$ cat src/rtl/circ_eval_pkg.sv
package circ_eval_pkg;
   localparam int OPND_W    = 30;
   localparam int RIGHT_LSB = 30;
   localparam int CODE_LSB  = 60;
   localparam int SLOT_W    = 16;
   localparam int MEM_W     = 64;

   typedef enum logic [1:0] {
      OP_SUB  = 2'd0,
      OP_MUL  = 2'd1,
      OP_ADD  = 2'd2,
      OP_RSVD = 2'd3
   } op_code_e;

   typedef enum logic {
      PH_LOAD = 1'b0,
      PH_EXEC = 1'b1
   } phase_e;
endpackage

$ cat src/rtl/circ_ext_alu.sv
module circ_ext_alu
   import circ_eval_pkg::*;
#(
   parameter int P  = 97,
   parameter int FW = 7,
   parameter int NR = 7
) (
   input  op_code_e       op,
   input  logic [FW-1:0]  a0,
   input  logic [FW-1:0]  a1,
   input  logic [FW-1:0]  b0,
   input  logic [FW-1:0]  b1,
   output logic [FW-1:0]  r0,
   output logic [FW-1:0]  r1
);
   localparam int PW = 2 * FW + 9;
   localparam int SW = FW + 1;

   generate
      if (P >= (1 << FW)) begin : g_bad_modulus
         $error("modulus does not fit the limb width");
      end
      if (NR >= P || NR > 255) begin : g_bad_nonresidue
         $error("non-residue out of range");
      end
   endgenerate

   logic [SW-1:0] sum0, sum1, dif0, dif1;
   logic [PW-1:0] prod0, prod1;

   always_comb begin
      sum0  = SW'(a0) + SW'(b0);
      sum1  = SW'(a1) + SW'(b1);
      dif0  = SW'(a0) + SW'(P) - SW'(b0);
      dif1  = SW'(a1) + SW'(P) - SW'(b1);
      prod0 = (PW'(a0) * PW'(b0) + PW'(NR) * PW'(a1) * PW'(b1)) % PW'(P);
      prod1 = (PW'(a0) * PW'(b1) + PW'(a1) * PW'(b0)) % PW'(P);
      unique case (op)
         OP_SUB: begin
            r0 = FW'(dif0 % SW'(P));
            r1 = FW'(dif1 % SW'(P));
         end
         OP_MUL: begin
            r0 = FW'(prod0);
            r1 = FW'(prod1);
         end
         OP_ADD: begin
            r0 = FW'(sum0 % SW'(P));
            r1 = FW'(sum1 % SW'(P));
         end
         default: begin
            r0 = '0;
            r1 = '0;
         end
      endcase
   end
endmodule

$ cat src/rtl/circ_node_store.sv
module circ_node_store #(
   parameter int DEPTH = 32,
   parameter int VW    = 14,
   localparam int AW   = $clog2(DEPTH)
) (
   input  logic          clk,
   input  logic          rst_n,
   input  logic          wa_en,
   input  logic [AW-1:0] wa_addr,
   input  logic [VW-1:0] wa_data,
   input  logic          wb_en,
   input  logic [AW-1:0] wb_addr,
   input  logic [VW-1:0] wb_data,
   input  logic [AW-1:0] rl_addr,
   output logic [VW-1:0] rl_data,
   input  logic [AW-1:0] rr_addr,
   output logic [VW-1:0] rr_data
);
   generate
      if ((1 << AW) != DEPTH) begin : g_bad_depth
         $error("store depth must be a power of two");
      end
   endgenerate

   logic [DEPTH*VW-1:0] flat;

   for (genvar e = 0; e < DEPTH; e++) begin : g_cell
      logic [VW-1:0] q;
      always_ff @(posedge clk) begin
         if (wa_en && wa_addr == AW'(e)) begin
            q <= wa_data;
         end else if (wb_en && wb_addr == AW'(e)) begin
            q <= wb_data;
         end
      end
      assign flat[e*VW +: VW] = q;
   end

   assign rl_data = flat[rl_addr*VW +: VW];
   assign rr_data = flat[rr_addr*VW +: VW];

   // a loaded word fills two different identifiers
   a_r3_two_ids: assert property (@(posedge clk) disable iff (!rst_n)
      wa_en && wb_en |-> wa_addr != wb_addr);
endmodule

$ cat src/rtl/circ_instr_decode.sv
module circ_instr_decode
   import circ_eval_pkg::*;
#(
   parameter int IDW = 5,
   parameter int TW  = 7
) (
   input  logic [MEM_W-1:0] instr,
   input  logic [IDW-1:0]   cur_id,
   input  logic [TW-1:0]    total,
   output op_code_e         op,
   output logic [IDW-1:0]   lid,
   output logic [IDW-1:0]   rid,
   output logic             fault
);
   logic [OPND_W-1:0] lraw, rraw;

   function automatic logic in_range(input logic [OPND_W-1:0] raw,
                                     input logic [IDW-1:0] cur,
                                     input logic [TW-1:0] tot);
      return (raw > OPND_W'(cur)) && (raw < OPND_W'(tot));
   endfunction

   always_comb begin
      lraw  = instr[OPND_W-1:0];
      rraw  = instr[RIGHT_LSB +: OPND_W];
      op    = op_code_e'(instr[CODE_LSB +: 2]);
      lid   = lraw[IDW-1:0];
      rid   = rraw[IDW-1:0];
      fault = (op == OP_RSVD) || !in_range(lraw, cur_id, total)
              || !in_range(rraw, cur_id, total);
   end
endmodule

$ cat src/rtl/arith_circuit_engine.sv
module arith_circuit_engine
   import circ_eval_pkg::*;
#(
   parameter int P         = 97,
   parameter int FW        = 7,
   parameter int NR        = 7,
   parameter int MAX_NODES = 32,
   parameter int ADDR_W    = 16,
   parameter int CTX_W     = 8,
   parameter int TAG_W     = 16,
   localparam int IDW      = $clog2(MAX_NODES),
   localparam int CNT_W    = $clog2(MAX_NODES + 1)
) (
   input  logic              clk,
   input  logic              rst_n,
   input  logic              start,
   input  logic [CTX_W-1:0]  cmd_ctx,
   input  logic [TAG_W-1:0]  cmd_tag,
   input  logic [ADDR_W-1:0] cmd_ptr,
   input  logic [CNT_W-1:0]  cmd_nread,
   input  logic [CNT_W-1:0]  cmd_neval,
   output logic              busy,
   output logic              rd_valid,
   input  logic              rd_ready,
   output logic              rd_word,
   output logic [ADDR_W-1:0] rd_addr,
   output logic [CTX_W-1:0]  rd_ctx,
   output logic [TAG_W-1:0]  rd_tag,
   input  logic [MEM_W-1:0]  rd_data,
   output logic              done,
   output logic              pass,
   output logic              err
);
   localparam int TOT_W = CNT_W + 1;
   localparam int VW    = 2 * FW;

   generate
      if (FW > SLOT_W) begin : g_bad_limb
         $error("limb wider than a word slot");
      end
      if (MAX_NODES < 4) begin : g_bad_nodes
         $error("node store too small");
      end
   endgenerate

   logic              run_q;
   phase_e            phase_q;
   logic [IDW-1:0]    id_q;
   logic [ADDR_W-1:0] ptr_q;
   logic [CTX_W-1:0]  ctx_q;
   logic [TAG_W-1:0]  tag_q;
   logic [CNT_W-1:0]  neval_q;
   logic [TOT_W-1:0]  total_q;
   logic              done_q, pass_q, err_q;

   logic [TOT_W-1:0]  cmd_total;
   logic              cmd_ok, accept, hs, load_last;
   logic [VW-1:0]     slot_lo, slot_hi;
   logic [VW-1:0]     left_v, right_v, res_v;
   logic [IDW-1:0]    lid, rid;
   op_code_e          op;
   logic              fault;
   logic              unused_data;

   assign unused_data = ^rd_data;

   always_comb begin
      cmd_total = TOT_W'(cmd_nread) + TOT_W'(cmd_neval);
      cmd_ok    = (cmd_nread[0] == 1'b0) && (cmd_nread != '0) && (cmd_neval != '0)
                  && (cmd_total <= TOT_W'(MAX_NODES));
      accept    = !run_q && start;
      hs        = run_q && rd_ready;
      load_last = (TOT_W'(id_q) - TOT_W'(2)) == (TOT_W'(neval_q) - TOT_W'(1));
      slot_lo   = {rd_data[SLOT_W +: FW],     rd_data[0 +: FW]};
      slot_hi   = {rd_data[3*SLOT_W +: FW],   rd_data[2*SLOT_W +: FW]};
   end

   circ_instr_decode #(.IDW(IDW), .TW(TOT_W)) u_decode (
      .instr  (rd_data),
      .cur_id (id_q),
      .total  (total_q),
      .op     (op),
      .lid    (lid),
      .rid    (rid),
      .fault  (fault)
   );

   circ_node_store #(.DEPTH(MAX_NODES), .VW(VW)) u_store (
      .clk     (clk),
      .rst_n   (rst_n),
      .wa_en   (hs && (phase_q == PH_LOAD || !fault)),
      .wa_addr (id_q),
      .wa_data (phase_q == PH_LOAD ? slot_lo : res_v),
      .wb_en   (hs && phase_q == PH_LOAD),
      .wb_addr (id_q - IDW'(1)),
      .wb_data (slot_hi),
      .rl_addr (lid),
      .rl_data (left_v),
      .rr_addr (rid),
      .rr_data (right_v)
   );

   circ_ext_alu #(.P(P), .FW(FW), .NR(NR)) u_alu (
      .op (op),
      .a0 (left_v[FW-1:0]),
      .a1 (left_v[VW-1:FW]),
      .b0 (right_v[FW-1:0]),
      .b1 (right_v[VW-1:FW]),
      .r0 (res_v[FW-1:0]),
      .r1 (res_v[VW-1:FW])
   );

   always_ff @(posedge clk or negedge rst_n) begin
      if (!rst_n) begin
         run_q   <= 1'b0;
         phase_q <= PH_LOAD;
         id_q    <= '0;
         ptr_q   <= '0;
         ctx_q   <= '0;
         tag_q   <= '0;
         neval_q <= '0;
         total_q <= '0;
         done_q  <= 1'b0;
         pass_q  <= 1'b0;
         err_q   <= 1'b0;
      end else begin
         done_q <= 1'b0;
         if (accept) begin
            pass_q <= 1'b0;
            if (cmd_ok) begin
               run_q   <= 1'b1;
               phase_q <= PH_LOAD;
               id_q    <= IDW'(cmd_total - TOT_W'(1));
               ptr_q   <= cmd_ptr;
               ctx_q   <= cmd_ctx;
               tag_q   <= cmd_tag;
               neval_q <= cmd_neval;
               total_q <= cmd_total;
               err_q   <= 1'b0;
            end else begin
               done_q <= 1'b1;
               err_q  <= 1'b1;
            end
         end else if (hs) begin
            if (phase_q == PH_LOAD) begin
               ptr_q <= ptr_q + ADDR_W'(4);
               id_q  <= id_q - IDW'(2);
               if (load_last) begin
                  phase_q <= PH_EXEC;
               end
            end else if (fault) begin
               run_q  <= 1'b0;
               done_q <= 1'b1;
               err_q  <= 1'b1;
               pass_q <= 1'b0;
            end else if (id_q == '0) begin
               run_q  <= 1'b0;
               done_q <= 1'b1;
               pass_q <= (res_v == '0);
               err_q  <= 1'b0;
            end else begin
               id_q  <= id_q - IDW'(1);
               ptr_q <= ptr_q + ADDR_W'(1);
            end
         end
      end
   end

   assign busy     = run_q;
   assign rd_valid = run_q;
   assign rd_word  = (phase_q == PH_LOAD);
   assign rd_addr  = ptr_q;
   assign rd_ctx   = ctx_q;
   assign rd_tag   = tag_q;
   assign done     = done_q;
   assign pass     = pass_q;
   assign err      = err_q;

   a_r12_req_held: assert property (@(posedge clk) disable iff (!rst_n)
      rd_valid && !rd_ready |=> rd_valid && $stable(rd_addr) && $stable(rd_word));

   a_r2_ctx_fixed: assert property (@(posedge clk) disable iff (!rst_n)
      rd_valid && $past(rd_valid) |-> $stable(rd_ctx) && $stable(rd_tag));

   a_r3_word_stride: assert property (@(posedge clk) disable iff (!rst_n)
      rd_valid && rd_ready && rd_word |=> rd_valid && rd_addr == $past(rd_addr) + ADDR_W'(4));

   a_r4_no_reload: assert property (@(posedge clk) disable iff (!rst_n)
      rd_valid && rd_ready && !rd_word |=> !(rd_valid && rd_word));

   a_r5_elem_stride: assert property (@(posedge clk) disable iff (!rst_n)
      rd_valid && rd_ready && !rd_word |=> !rd_valid || rd_addr == $past(rd_addr) + ADDR_W'(1));

   a_r7_done_pulse: assert property (@(posedge clk) disable iff (!rst_n)
      done |=> !done);

   a_r7_idle_at_done: assert property (@(posedge clk) disable iff (!rst_n)
      done |-> !busy);

   a_r8_fault_fails: assert property (@(posedge clk) disable iff (!rst_n)
      done && err |-> !pass);
endmodule

$ cat config.mk
export PLATFORM = sky130hd
export DESIGN_NAME = arith_circuit_engine
export DESIGN_NICKNAME = d
export VERILOG_FILES = /design/src/rtl/circ_eval_pkg.sv /design/src/rtl/circ_ext_alu.sv /design/src/rtl/circ_node_store.sv /design/src/rtl/circ_instr_decode.sv /design/src/rtl/arith_circuit_engine.sv
export SDC_FILE = /design/constraint.sdc
export NUM_CORES = 2
export LEC_CHECK = 0
export BUFFER_PORTS_ARGS = -buffer_cell sky130_fd_sc_hd__buf_2
export CORE_UTILIZATION = 30
export CTS_CLUSTER_DIAMETER = 50
export DETAILED_ROUTE_END_ITERATION = 10
export REMOVE_ABC_BUFFERS = 1
export SLEW_MARGIN = 20
export SYNTH_ARGS = -nofsm -noshare
export SYNTH_HDL_FRONTEND = slang
export SYNTH_SLANG_ARGS = --single-unit
$ cat constraint.sdc
create_clock -name clk -period 21.2 [get_ports clk]
set_input_delay 5.3 -clock clk [delete_from_list [all_inputs] [get_ports clk]]
set_output_delay 5.3 -clock clk [all_outputs]
set_load 0.02 [all_outputs]
==> flow_summary.json <==
{
  "grt.met2_usage_pct": 32.5,
  "ioPinCount": 166,
  "ys_types": 124,
  "yosysSeqAreaShare_pct": 33.3,
  "crit_fanout": 16,
  "crit_slowest_cell": "mux4_2",
  "synth_cells": 4394,
  "cts.sinks": 511,
  "ctsHoldBuffers": 0,
  "yosys_warnings": 0,
  "ant_nets": 0,
  "arrival_ps": 21990,
  "crit_type": "in -> reg",
  "setup_ws_ps": -384,
  "met1_usage_pct": 24.9,
  "dp.cells": 6825,
  "layout-drive-gt1-share_pct": 33.2,
  "cts_buffers": 57,
  "crit_path_frequent_cell": "buf_4",
  "die_h_um": 390,
  "wirelength_um": 151000,
  "syn_avg_cell_area_um2": 10.3,
  "finalSetupViolCount": 225,
  "clock-root-buffer": "clkbuf_16",
  "die_w_um": 390,
  "final-seq-area_um2": 15000,
  "path_clk_slew_ps": 60,
  "drt_iter0_drc": 4130,
  "maxSlewViolCount": 0,
  "grt.busiest_layer": "met2",
  "slowest_delay_ps": 600,
  "clock-skew-final_ps": 72.5,
  "fmax_mhz": 46.3,
  "status": "finished with violations",
  "syn_area_um2": 45200,
  "die-area_um2": 152000,
  "core_um2": 150000,
  "overflow": 0,
  "worstSetupEndpointType": "flop",
  "yosysTopAreaCell": "edfxtp_1",
  "first_global_vias": 37300,
  "portBuffers": 163,
  "cap_violations": 0,
  "vias_per_cell": 5.41,
  "fin_crit_ps": 21580,
  "h-tree-depth": 2,
  "grt_max_degree": 64,
  "cts_tree": "built",
  "grt_pass1_wl_um": 226000,
  "r2r_start": "u_store.g_cell[31].q[9]",
  "grtUsageTotal_pct": 19.2,
  "layout.nets": 5471,
  "multi_input_area_um2": 29400,
  "relSlewSlack_pct": 28.5,
  "stdcell_count": 7018,
  "first_pass_iters": 6,
  "dr_total_vias": 38000,
  "fillers": 14700,
  "synthFlopType": "edfxtp_1",
  "rsz0062_at_grt": "yes",
  "whs_ps": 502,
  "rows": 142,
  "start_util_pct": 30.2,
  "routabilityCongestion": 0.895,
  "antenna_found_initial": 7,
  "area_growth_pct": 24.8,
  "post_drt_wl_per_cell_um": 21.5,
  "min_from": "rd_ctx[7]",
  "period_share_pct": 102,
  "synth_edf_count": 448,
  "async_flop_share_pct": 12.3,
  "clockBufferDepth": 3,
  "violations": "negative setup slack",
  "final_common_cell": "buf_4",
  "synth.area.top_cells": "edfxtp_1, mux4_2, fa_1",
  "hold_path.class": "reg -> reg",
  "critPathLaunch": "rd_data[0]",
  "drcViolationCount": 0,
  "synth-seq-cells": 511,
  "hold_violations": 0,
  "worstPathRequired_ps": 21600,
  "synthDominantCellAreaShare_pct": 29.8,
  "start_kind": "input port",
  "clk-insertion-delay-late_ps": 670,
  "grt_use_met3_pct": 2.86,
  "final_cell_mix": "buf_4, nand2_1, edfxtp_1",
  "hpwl_um": 105000,
  "tightest_slew_ps": 1070
}
==> synth_stat cells, types with 25 or more instances <==
cell type  instances
nand2_1          464
nor2_1           451
edfxtp_1         448
a21oi_1          325
inv_1            299
mux4_2           280
clkbuf_1         237
ha_1             229
o21ai_0          217
fa_1             167
o21ai_1          113
mux2_2           112
xnor2_1           85
dfrtp_1           63
nor3_1            57
nand3_1           48
mux2i_1           47
buf_2             36
o22ai_1           36
a21o_1            32
o21a_1            31
buf_1             29
nor2b_1           29
nand2b_1          27
and2_1            25
==> stage by stage <==
step | setup TNS, ps | setup slack [ps] | instance area [um^2] | util [%]
6_report | -53370 | -384 | 56400 | 37.7
5_1_grt | -230720 | -978 | 56400 | 37.7
4_1_cts | 0 | 6.51 | 55400 | 37.1
3_5_place_dp | -308470 | -1490 | 52200 | 34.9
3_3_place_gp | -273990 | -1290 | 52200 | 34.9
2_1_floorplan | -323650 | -1810 | 43900 | -
==> per-layer routing <==
layer	part of all wire (%)	vias up
li1	-	17300
met1	40	18700
met2	48	1665
met3	8.7	309
met4	3.9	6
met5	0.027	-
==> state kept, by name, indices dropped and copies added, names as in the netlist, 5 cells and up <==
| name | cells |
|---|---|
| total_q | 7 |
| neval_q | 6 |
| id_q | 5 |
| u_store.g_cell.q | 448 |
| rd_addr | 16 |
| rd_ctx | 8 |
| rd_tag | 16 |
==> cell families after synthesis <==
group                    count (synthesis)  share of synthesized area (%)
XOR/XNOR                               112                           2.26
AO/OA/AOI/OAI                         1059                           15.1
adder cells (fa/ha/maj)                397                           13.8
AND/OR/NAND/NOR                       1261                           12.4
flip-flops                             511                           33.3
multiplexers                           442                           17.9
buffers and inverters                  612                           5.25
==> what timing repair did <==
action                     in CTS  in global routing
pin swaps                     104                 86
setup endpoints to repair     225                449
gates cloned                    7                  5
buffers inserted               48                 28
resized for setup             153                148
==> layout make-up <==
cell class / instances / area share [%]
Timing Repair Buffer: 811 / 11.4
Clock buffer: 72 / 2.67
Tap cell: 2016 / 4.47
Inverter: 303 / 2.03
Multi-Input combinational cell: 3271 / 52.1
Sequential cell: 511 / 26.7
Antenna cell: 2 / 0.00888
Clock inverter: 32 / 0.635
==> worst paths after layout <==
kind                                                to  slack (ps)  cells after the start
worst max-delay path            u_store.g_cell[6].q[2]        -380                     75
worst min-delay path                         rd_ctx[7]         500                      1
worst max register to register  u_store.g_cell[6].q[2]        4110                     71
worst min register to register               rd_ctx[7]         500                      1
max in group asynchronous                   rd_addr[0]       15800                      1
min in group asynchronous                         pass        4760                      1
==> worst max-delay path: cells and delay by family <==
family,cells,cell delay [ps]
adder cells (fa/ha/maj),10,3990
AO/OA/AOI/OAI,23,4720
XOR/XNOR,4,650
AND/OR/NAND/NOR,14,2910
buffers and inverters,21,3050
multiplexers,3,1290
Power is not shown: default switching activity piles up to over one toggle a cycle in this logic, so the estimate is an artifact.
